===== config.mk =====
export PLATFORM = sky130hd
export DESIGN_NAME = csd_mult
export DESIGN_NICKNAME = d
export VERILOG_FILES = /design/src/rtl/csd_pkg.sv /design/src/rtl/csd_digit_sel.sv /design/src/rtl/csd_seq_ctrl.sv /design/src/rtl/csd_accum.sv /design/src/rtl/csd_mult.sv
export SDC_FILE = /design/constraint.sdc
export NUM_CORES = 1
export LEC_CHECK = 0
export ABC_AREA = 1
export BUFFER_PORTS_ARGS = -buffer_cell sky130_fd_sc_hd__buf_4
export CORE_MARGIN = 3
export CORE_UTILIZATION = 60
export DETAILED_ROUTE_END_ITERATION = 10
export PLACE_DENSITY = 0.79
export SLEW_MARGIN = 10
export SYNTH_ARGS = -nofsm -noshare
export SYNTH_HDL_FRONTEND = slang
export SYNTH_SLANG_ARGS = --single-unit

===== constraint.sdc =====
create_clock -name clk_i -period 8.6 [get_ports clk_i]
set_input_delay 0.43 -clock clk_i [delete_from_list [all_inputs] [get_ports clk_i]]
set_output_delay 0.43 -clock clk_i [all_outputs]
set_load 0.03 [all_outputs]

===== src/rtl/csd_pkg.sv =====
package csd_pkg;
  localparam int unsigned CSD_SHIFT_W = 3;
  localparam int unsigned CSD_NIB_W   = CSD_SHIFT_W + 1;

  typedef struct packed {
    logic                   neg;
    logic [CSD_SHIFT_W-1:0] shamt;
  } csd_digit_t;
endpackage


===== src/rtl/csd_digit_sel.sv =====
module csd_digit_sel
  import csd_pkg::*;
#(
  parameter int unsigned MAX_DIGITS = 4,
  localparam int unsigned IDX_W     = $clog2(MAX_DIGITS)
) (
  input  logic [MAX_DIGITS*CSD_NIB_W-1:0] coef_i,
  input  logic [IDX_W-1:0]                idx_i,
  output csd_digit_t                      dig_o
);
  csd_digit_t digs [MAX_DIGITS];

  // first digit lives in the top nibble
  for (genvar g = 0; g < MAX_DIGITS; g++) begin : g_unpack
    assign digs[g] = csd_digit_t'(coef_i[(MAX_DIGITS-g)*CSD_NIB_W-1 -: CSD_NIB_W]);
  end

  assign dig_o = digs[idx_i];
endmodule


===== src/rtl/csd_seq_ctrl.sv =====
module csd_seq_ctrl #(
  parameter int unsigned MAX_DIGITS = 4,
  parameter int unsigned MIN_DIGITS = 2,
  localparam int unsigned IDX_W     = $clog2(MAX_DIGITS),
  localparam int unsigned N_W       = $clog2(MAX_DIGITS + 1)
) (
  input  logic             clk_i,
  input  logic             rst_ni,
  input  logic             start_i,
  input  logic [N_W-1:0]   ndig_i,
  output logic             accept_o,
  output logic             busy_o,
  output logic             final_o,
  output logic [IDX_W-1:0] idx_o
);
  logic             busy_q;
  logic [IDX_W-1:0] idx_q, last_q, last_d;
  logic [N_W-1:0]   n_eff, n_m1;

  always_comb begin
    if (ndig_i < N_W'(MIN_DIGITS))      n_eff = N_W'(MIN_DIGITS);
    else if (ndig_i > N_W'(MAX_DIGITS)) n_eff = N_W'(MAX_DIGITS);
    else                                n_eff = ndig_i;
    n_m1   = n_eff - N_W'(1);
    last_d = n_m1[IDX_W-1:0];
  end

  assign accept_o = start_i & ~busy_q;
  assign final_o  = busy_q & (idx_q == last_q);
  assign busy_o   = busy_q;
  assign idx_o    = idx_q;

  always_ff @(posedge clk_i or negedge rst_ni) begin
    if (!rst_ni) begin
      busy_q <= 1'b0;
      idx_q  <= '0;
      last_q <= '0;
    end else if (accept_o) begin
      busy_q <= 1'b1;
      idx_q  <= '0;
      last_q <= last_d;
    end else if (busy_q) begin
      if (idx_q == last_q) busy_q <= 1'b0;
      else                 idx_q  <= idx_q + IDX_W'(1);
    end
  end

  p_accept_r8: assert property (@(posedge clk_i) disable iff (!rst_ni)
    start_i && !busy_q |=> busy_q && idx_q == '0);
  p_busy_ignore_r8: assert property (@(posedge clk_i) disable iff (!rst_ni)
    busy_q && start_i |=> $stable(last_q));
  p_run_len_r7: assert property (@(posedge clk_i) disable iff (!rst_ni)
    busy_q && idx_q != last_q |=> busy_q && idx_q == $past(idx_q) + IDX_W'(1));
endmodule


===== src/rtl/csd_accum.sv =====
module csd_accum
  import csd_pkg::*;
#(
  parameter int unsigned DATA_W     = 16,
  parameter int unsigned MAX_DIGITS = 4,
  localparam int unsigned FRAC_W    = MAX_DIGITS * ((1 << CSD_SHIFT_W) - 1),
  localparam int unsigned CUM_W     = $clog2(FRAC_W + 1),
  localparam int unsigned PROD_W    = DATA_W + $clog2(MAX_DIGITS),
  localparam int unsigned ACC_W     = DATA_W + FRAC_W + $clog2(MAX_DIGITS) + 1
) (
  input  logic                     clk_i,
  input  logic                     rst_ni,
  input  logic                     accept_i,
  input  logic                     step_i,
  input  logic                     final_i,
  input  logic signed [DATA_W-1:0] sample_i,
  input  csd_digit_t               dig_i,
  output logic signed [PROD_W-1:0] product_o,
  output logic                     valid_o
);
  logic signed [DATA_W-1:0] sample_q;
  logic signed [ACC_W-1:0]  acc_q, acc_next, base, term;
  logic [CUM_W-1:0]         cum_q, cum_next;
  logic signed [PROD_W-1:0] prod_q;
  logic                     valid_q;

  always_comb begin
    cum_next = cum_q + CUM_W'(dig_i.shamt);
    base     = {{(ACC_W-DATA_W){sample_q[DATA_W-1]}}, sample_q} <<< FRAC_W;
    term     = base >>> cum_next;
    acc_next = dig_i.neg ? acc_q - term : acc_q + term;
  end

  always_ff @(posedge clk_i or negedge rst_ni) begin
    if (!rst_ni) begin
      sample_q <= '0;
      acc_q    <= '0;
      cum_q    <= '0;
      prod_q   <= '0;
      valid_q  <= 1'b0;
    end else begin
      valid_q <= 1'b0;
      if (accept_i) begin
        sample_q <= sample_i;
        acc_q    <= '0;
        cum_q    <= '0;
      end else if (step_i) begin
        acc_q <= acc_next;
        cum_q <= cum_next;
        if (final_i) begin
          // keep integer part only: floor of the scaled sum
          prod_q  <= acc_next[FRAC_W +: PROD_W];
          valid_q <= 1'b1;
        end
      end
    end
  end

  assign product_o = prod_q;
  assign valid_o   = valid_q;

  p_done_pulse_r7: assert property (@(posedge clk_i) disable iff (!rst_ni)
    valid_q |=> !valid_q);
  p_hold_r9: assert property (@(posedge clk_i) disable iff (!rst_ni)
    !valid_q |-> $stable(prod_q));
  p_cum_grows_r3: assert property (@(posedge clk_i) disable iff (!rst_ni)
    step_i && !final_i |=> cum_q >= $past(cum_q));
endmodule


===== src/rtl/csd_mult.sv =====
module csd_mult
  import csd_pkg::*;
#(
  parameter int unsigned DATA_W     = 16,
  parameter int unsigned MAX_DIGITS = 4,
  parameter int unsigned MIN_DIGITS = 2,
  localparam int unsigned COEF_W    = MAX_DIGITS * CSD_NIB_W,
  localparam int unsigned N_W       = $clog2(MAX_DIGITS + 1),
  localparam int unsigned IDX_W     = $clog2(MAX_DIGITS),
  localparam int unsigned PROD_W    = DATA_W + $clog2(MAX_DIGITS)
) (
  input  logic                     clk_i,
  input  logic                     rst_ni,
  input  logic                     start_i,
  input  logic signed [DATA_W-1:0] sample_i,
  input  logic [COEF_W-1:0]        coef_i,
  input  logic [N_W-1:0]           ndig_i,
  output logic                     busy_o,
  output logic                     valid_o,
  output logic signed [PROD_W-1:0] product_o
);
  logic             accept, busy, final_d;
  logic [IDX_W-1:0] idx;
  logic [COEF_W-1:0] coef_q;
  csd_digit_t       dig;

  always_ff @(posedge clk_i or negedge rst_ni) begin
    if (!rst_ni)     coef_q <= '0;
    else if (accept) coef_q <= coef_i;
  end

  csd_seq_ctrl #(.MAX_DIGITS(MAX_DIGITS), .MIN_DIGITS(MIN_DIGITS)) u_ctrl (
    .clk_i    (clk_i),
    .rst_ni   (rst_ni),
    .start_i  (start_i),
    .ndig_i   (ndig_i),
    .accept_o (accept),
    .busy_o   (busy),
    .final_o  (final_d),
    .idx_o    (idx)
  );

  csd_digit_sel #(.MAX_DIGITS(MAX_DIGITS)) u_sel (
    .coef_i (coef_q),
    .idx_i  (idx),
    .dig_o  (dig)
  );

  csd_accum #(.DATA_W(DATA_W), .MAX_DIGITS(MAX_DIGITS)) u_acc (
    .clk_i     (clk_i),
    .rst_ni    (rst_ni),
    .accept_i  (accept),
    .step_i    (busy),
    .final_i   (final_d),
    .sample_i  (sample_i),
    .dig_i     (dig),
    .product_o (product_o),
    .valid_o   (valid_o)
  );

  assign busy_o = busy;

  p_valid_idle_r7: assert property (@(posedge clk_i) disable iff (!rst_ni)
    valid_o |-> !busy_o);
  p_coef_stable_r8: assert property (@(posedge clk_i) disable iff (!rst_ni)
    busy_o && $past(busy_o) |-> $stable(coef_q));
endmodule


==> reports/metrics.yaml <==
track_usage_pct: 34.6
ys_warn_count: 0
avgSynthCellArea_um2: 6.58
cts_sinks: 107
synthXorXnorAreaFrac_pct: 5.41
gp_congestion: 1.05
maxSlewViolCount: 0
tns_ps: 0
dp_hpwl_um: 24400
row_count: 46
post_cts_buffers: 0
syn_area_um2: 9870
async_reset_ff_share_pct: 100
clk_pin_slew_ps: 90
synth_compound_area_share_pct: 14.5
h-tree-depth: 3
clk_latency_ps: 370
place_area_um2: 10300
ys.flop_type: "dfrtp_1"
skew_ps: 12.2
cts_resized: 0
dieArea_um2: 18000
dr.pass1.iters: 5
slew_headroom_pct: 11.9
cpMostUsedCell: "nand2_1"
cp_data_required_time_ps: 8860
final_hold_viol_count: 0
criticalPathCategory: "flop to flop"
clockBufferDepth: 2
core_area_um2: 16000
postCtsHoldBufs: 0
crit_fanout: 19
syn_to_final_growth_pct: 7.74
drc: 0
ant_nets: 0
synth_cells: 1500
drt-initial-drc-count: 938
grt_pass1_wl_um: 49700
chipWidth_um: 134
cts_tree: "yes"
portBuffers: 57
via_count: 10300
cts-buffers-inserted: 9
ys_types: 56
slowest_stage: "fa_1"
routedWlPerCell_um: 17.6
finalWirelength_um: 30700
startpoint_type: "flop"
max_stage_delay_ps: 980
setup_viol: 0
drive_gt1_share_pct: 10.5
worstMarginPinSlew_ps: 1310
synthMuxAreaShare_pct: 0
yosys.area_share.simple_pct: 38.3
grt_pass1_vias: 9749
max_freq_mhz: 150
final_area_um2: 10600
cp_data_arrival_time_ps: 6920
num_antenna_cells: 0
status: "finished, final reports clean"
hold_class: "primary input to asynchronous set/reset pin"
io_pins: 58
ys_ff_latch: 107
endpoint_kind: "flop"
synth-seq-area-share_pct: 27.1
grt_setup_unrepaired: "no"
via_per_inst: 5.89
cts-root-buf: "clkbuf_16"
start_util_pct: 61.7
overflow: 0
finalCritPeriodShare_pct: 77.5
grt_max_degree: 61
syn-num-nets: 1589
synth_top_family_by_area: "simple AND/OR/NAND/NOR gates"
maxCapViolCount: 0
synth_edf_count: 0
fin_nets: 1613
synth_fa_ha_area_share_pct: 6.62
die_y_um: 134
min_period_ps: 6660
antenna_found_initial: 0
hold_ws_ps: 81.8
==> cells in the final DEF (no fill, tap or decap), drive strengths merged, types with 2 or more instances in the layout <==
| cell | count |
|---|---|
| o21bai | 3 |
| a21oi | 76 |
| a31oi | 31 |
| a21o | 6 |
| clkbuf | 9 |
| or2 | 5 |
| ha | 49 |
| nand3 | 174 |
| buf | 64 |
| o21a | 2 |
| fa | 2 |
| a211oi | 2 |
| xor2 | 41 |
| nand4 | 7 |
| nand2 | 526 |
| clkinv | 5 |
| o22ai | 6 |
| xnor2 | 20 |
| a22o | 2 |
| nor4 | 3 |
| nor2 | 127 |
| nor3 | 13 |
| dfrtp | 107 |
| o31ai | 12 |
| a32o | 3 |
| o311ai | 4 |
| o21ai | 94 |
| inv | 127 |
==> worst max-delay path: cells and delay by family (launching register included) <==
family,cells,cell delay (ps)
AO/OA/AOI/OAI,10,1730
XOR/XNOR,1,250
adder cells (fa/ha/maj),3,1560
buffers and inverters,4,620
flip-flops,1,490
AND/OR/NAND/NOR,14,1900
==> final timing paths <==
path	slack (ps)	end	from	cells after the start
setup reg to reg	1940	u_acc.product_o[13]	u_ctrl.idx_o[0]	32
setup / recovery	1940	u_acc.product_o[13]	u_ctrl.idx_o[0]	32
hold / removal	80	u_acc.acc_q[21]	rst_ni	1
min in group clk_i	240	coef_q[7]	coef_i[7]	3
max in group asynchronous	7310	u_acc.product_o[17]	rst_ni	2
hold reg to reg	490	u_acc.product_o[4]	u_acc.product_o[4]	2
==> logic make-up (layout without fill, tap and decap cells) <==
logic type      Yosys count  after routing
compound gates          247            247
xor+xnor                 61             61
fa+ha+maj                51             51
buf+inv                 176            205
flops                   107            107
simple gates            858            858
==> registers in the layout, indices dropped and copies added, names as in the netlist <==
register         cells
u_ctrl.busy_o        1
u_acc.acc_q         46
u_acc.product_o     18
u_ctrl.last_q        2
u_acc.sample_q      16
u_acc.valid_o        1
u_ctrl.idx_o         2
coef_q              16
u_acc.cum_q          5
==> metrics by stage <==
| stage | worst slack (ps) | utilization (%) | cells |
|---|---|---|---|
| after floorplan | 3430 | - | 1500 |
| after global placement | 2110 | 64.5 | 1729 |
| after detailed placement | 2080 | 64.5 | 1729 |
| after CTS | 2030 | 66.5 | 1745 |
| after global routing | 1350 | 66.5 | 1745 |
| final | 1940 | 66.5 | 1745 |
==> cells in the mapped netlist (2+ instances only) <==
| cell type | n | area, µm² |
|---|---|---|
| a211oi_1 | 2 | 15.0 |
| a21o_1 | 6 | 45.0 |
| a21oi_1 | 74 | 370 |
| a21oi_2 | 2 | 17.5 |
| a22o_1 | 2 | 17.5 |
| a31oi_1 | 31 | 194 |
| a32o_1 | 3 | 30.0 |
| buf_1 | 2 | 7.51 |
| buf_2 | 7 | 35.0 |
| buf_4 | 9 | 67.6 |
| buf_6 | 6 | 67.6 |
| buf_8 | 2 | 30.0 |
| clkbuf_1 | 24 | 90.1 |
| clkinv_1 | 2 | 7.51 |
| dfrtp_1 | 107 | 2680 |
| fa_1 | 2 | 40.0 |
| ha_1 | 49 | 613 |
| inv_1 | 117 | 439 |
| inv_2 | 3 | 11.3 |
| inv_4 | 3 | 18.8 |
| nand2_1 | 504 | 1890 |
| nand2_2 | 17 | 106 |
| nand2_4 | 4 | 45.0 |
| nand3_1 | 148 | 741 |
| nand3_2 | 25 | 250 |
| nand4_1 | 7 | 43.8 |
| nor2_1 | 112 | 420 |
| nor2_2 | 12 | 75.1 |
| nor2_4 | 3 | 33.8 |
| nor3_1 | 12 | 60.1 |
| nor4_1 | 3 | 18.8 |
| o21a_1 | 2 | 15.0 |
| o21ai_0 | 84 | 420 |
| o21ai_1 | 9 | 45.0 |
| o21bai_1 | 3 | 22.5 |
| o22ai_1 | 6 | 37.5 |
| o311ai_0 | 4 | 35.0 |
| o31ai_1 | 11 | 82.6 |
| or2_2 | 5 | 31.3 |
| xnor2_1 | 20 | 175 |
| xor2_1 | 41 | 359 |
==> cell type report <==
type | count | area (µm²)
clock buffers | 9 | 225
clock inverters | 7 | 98.8
fillers | 1464 | 5360
inverters | 125 | 477
multi-input cells | 1217 | 6410
flip-flops and latches | 107 | 2680
well taps | 216 | 270
repair buffers | 64 | 480
==> routing by layer <==
metal  track usage [%]  part of all wire (%)  up-vias
li1                  -                     -     5011
met1              44.6                    41     4722
met2              57.4                    47      443
met3              4.46                   6.8      104
met4              17.0                   5.5        0
met5                 0                     0        -
Power is left out: the tool's default activity adds up to more than one toggle a clock period on the data nets, which glitch-free logic cannot reach.
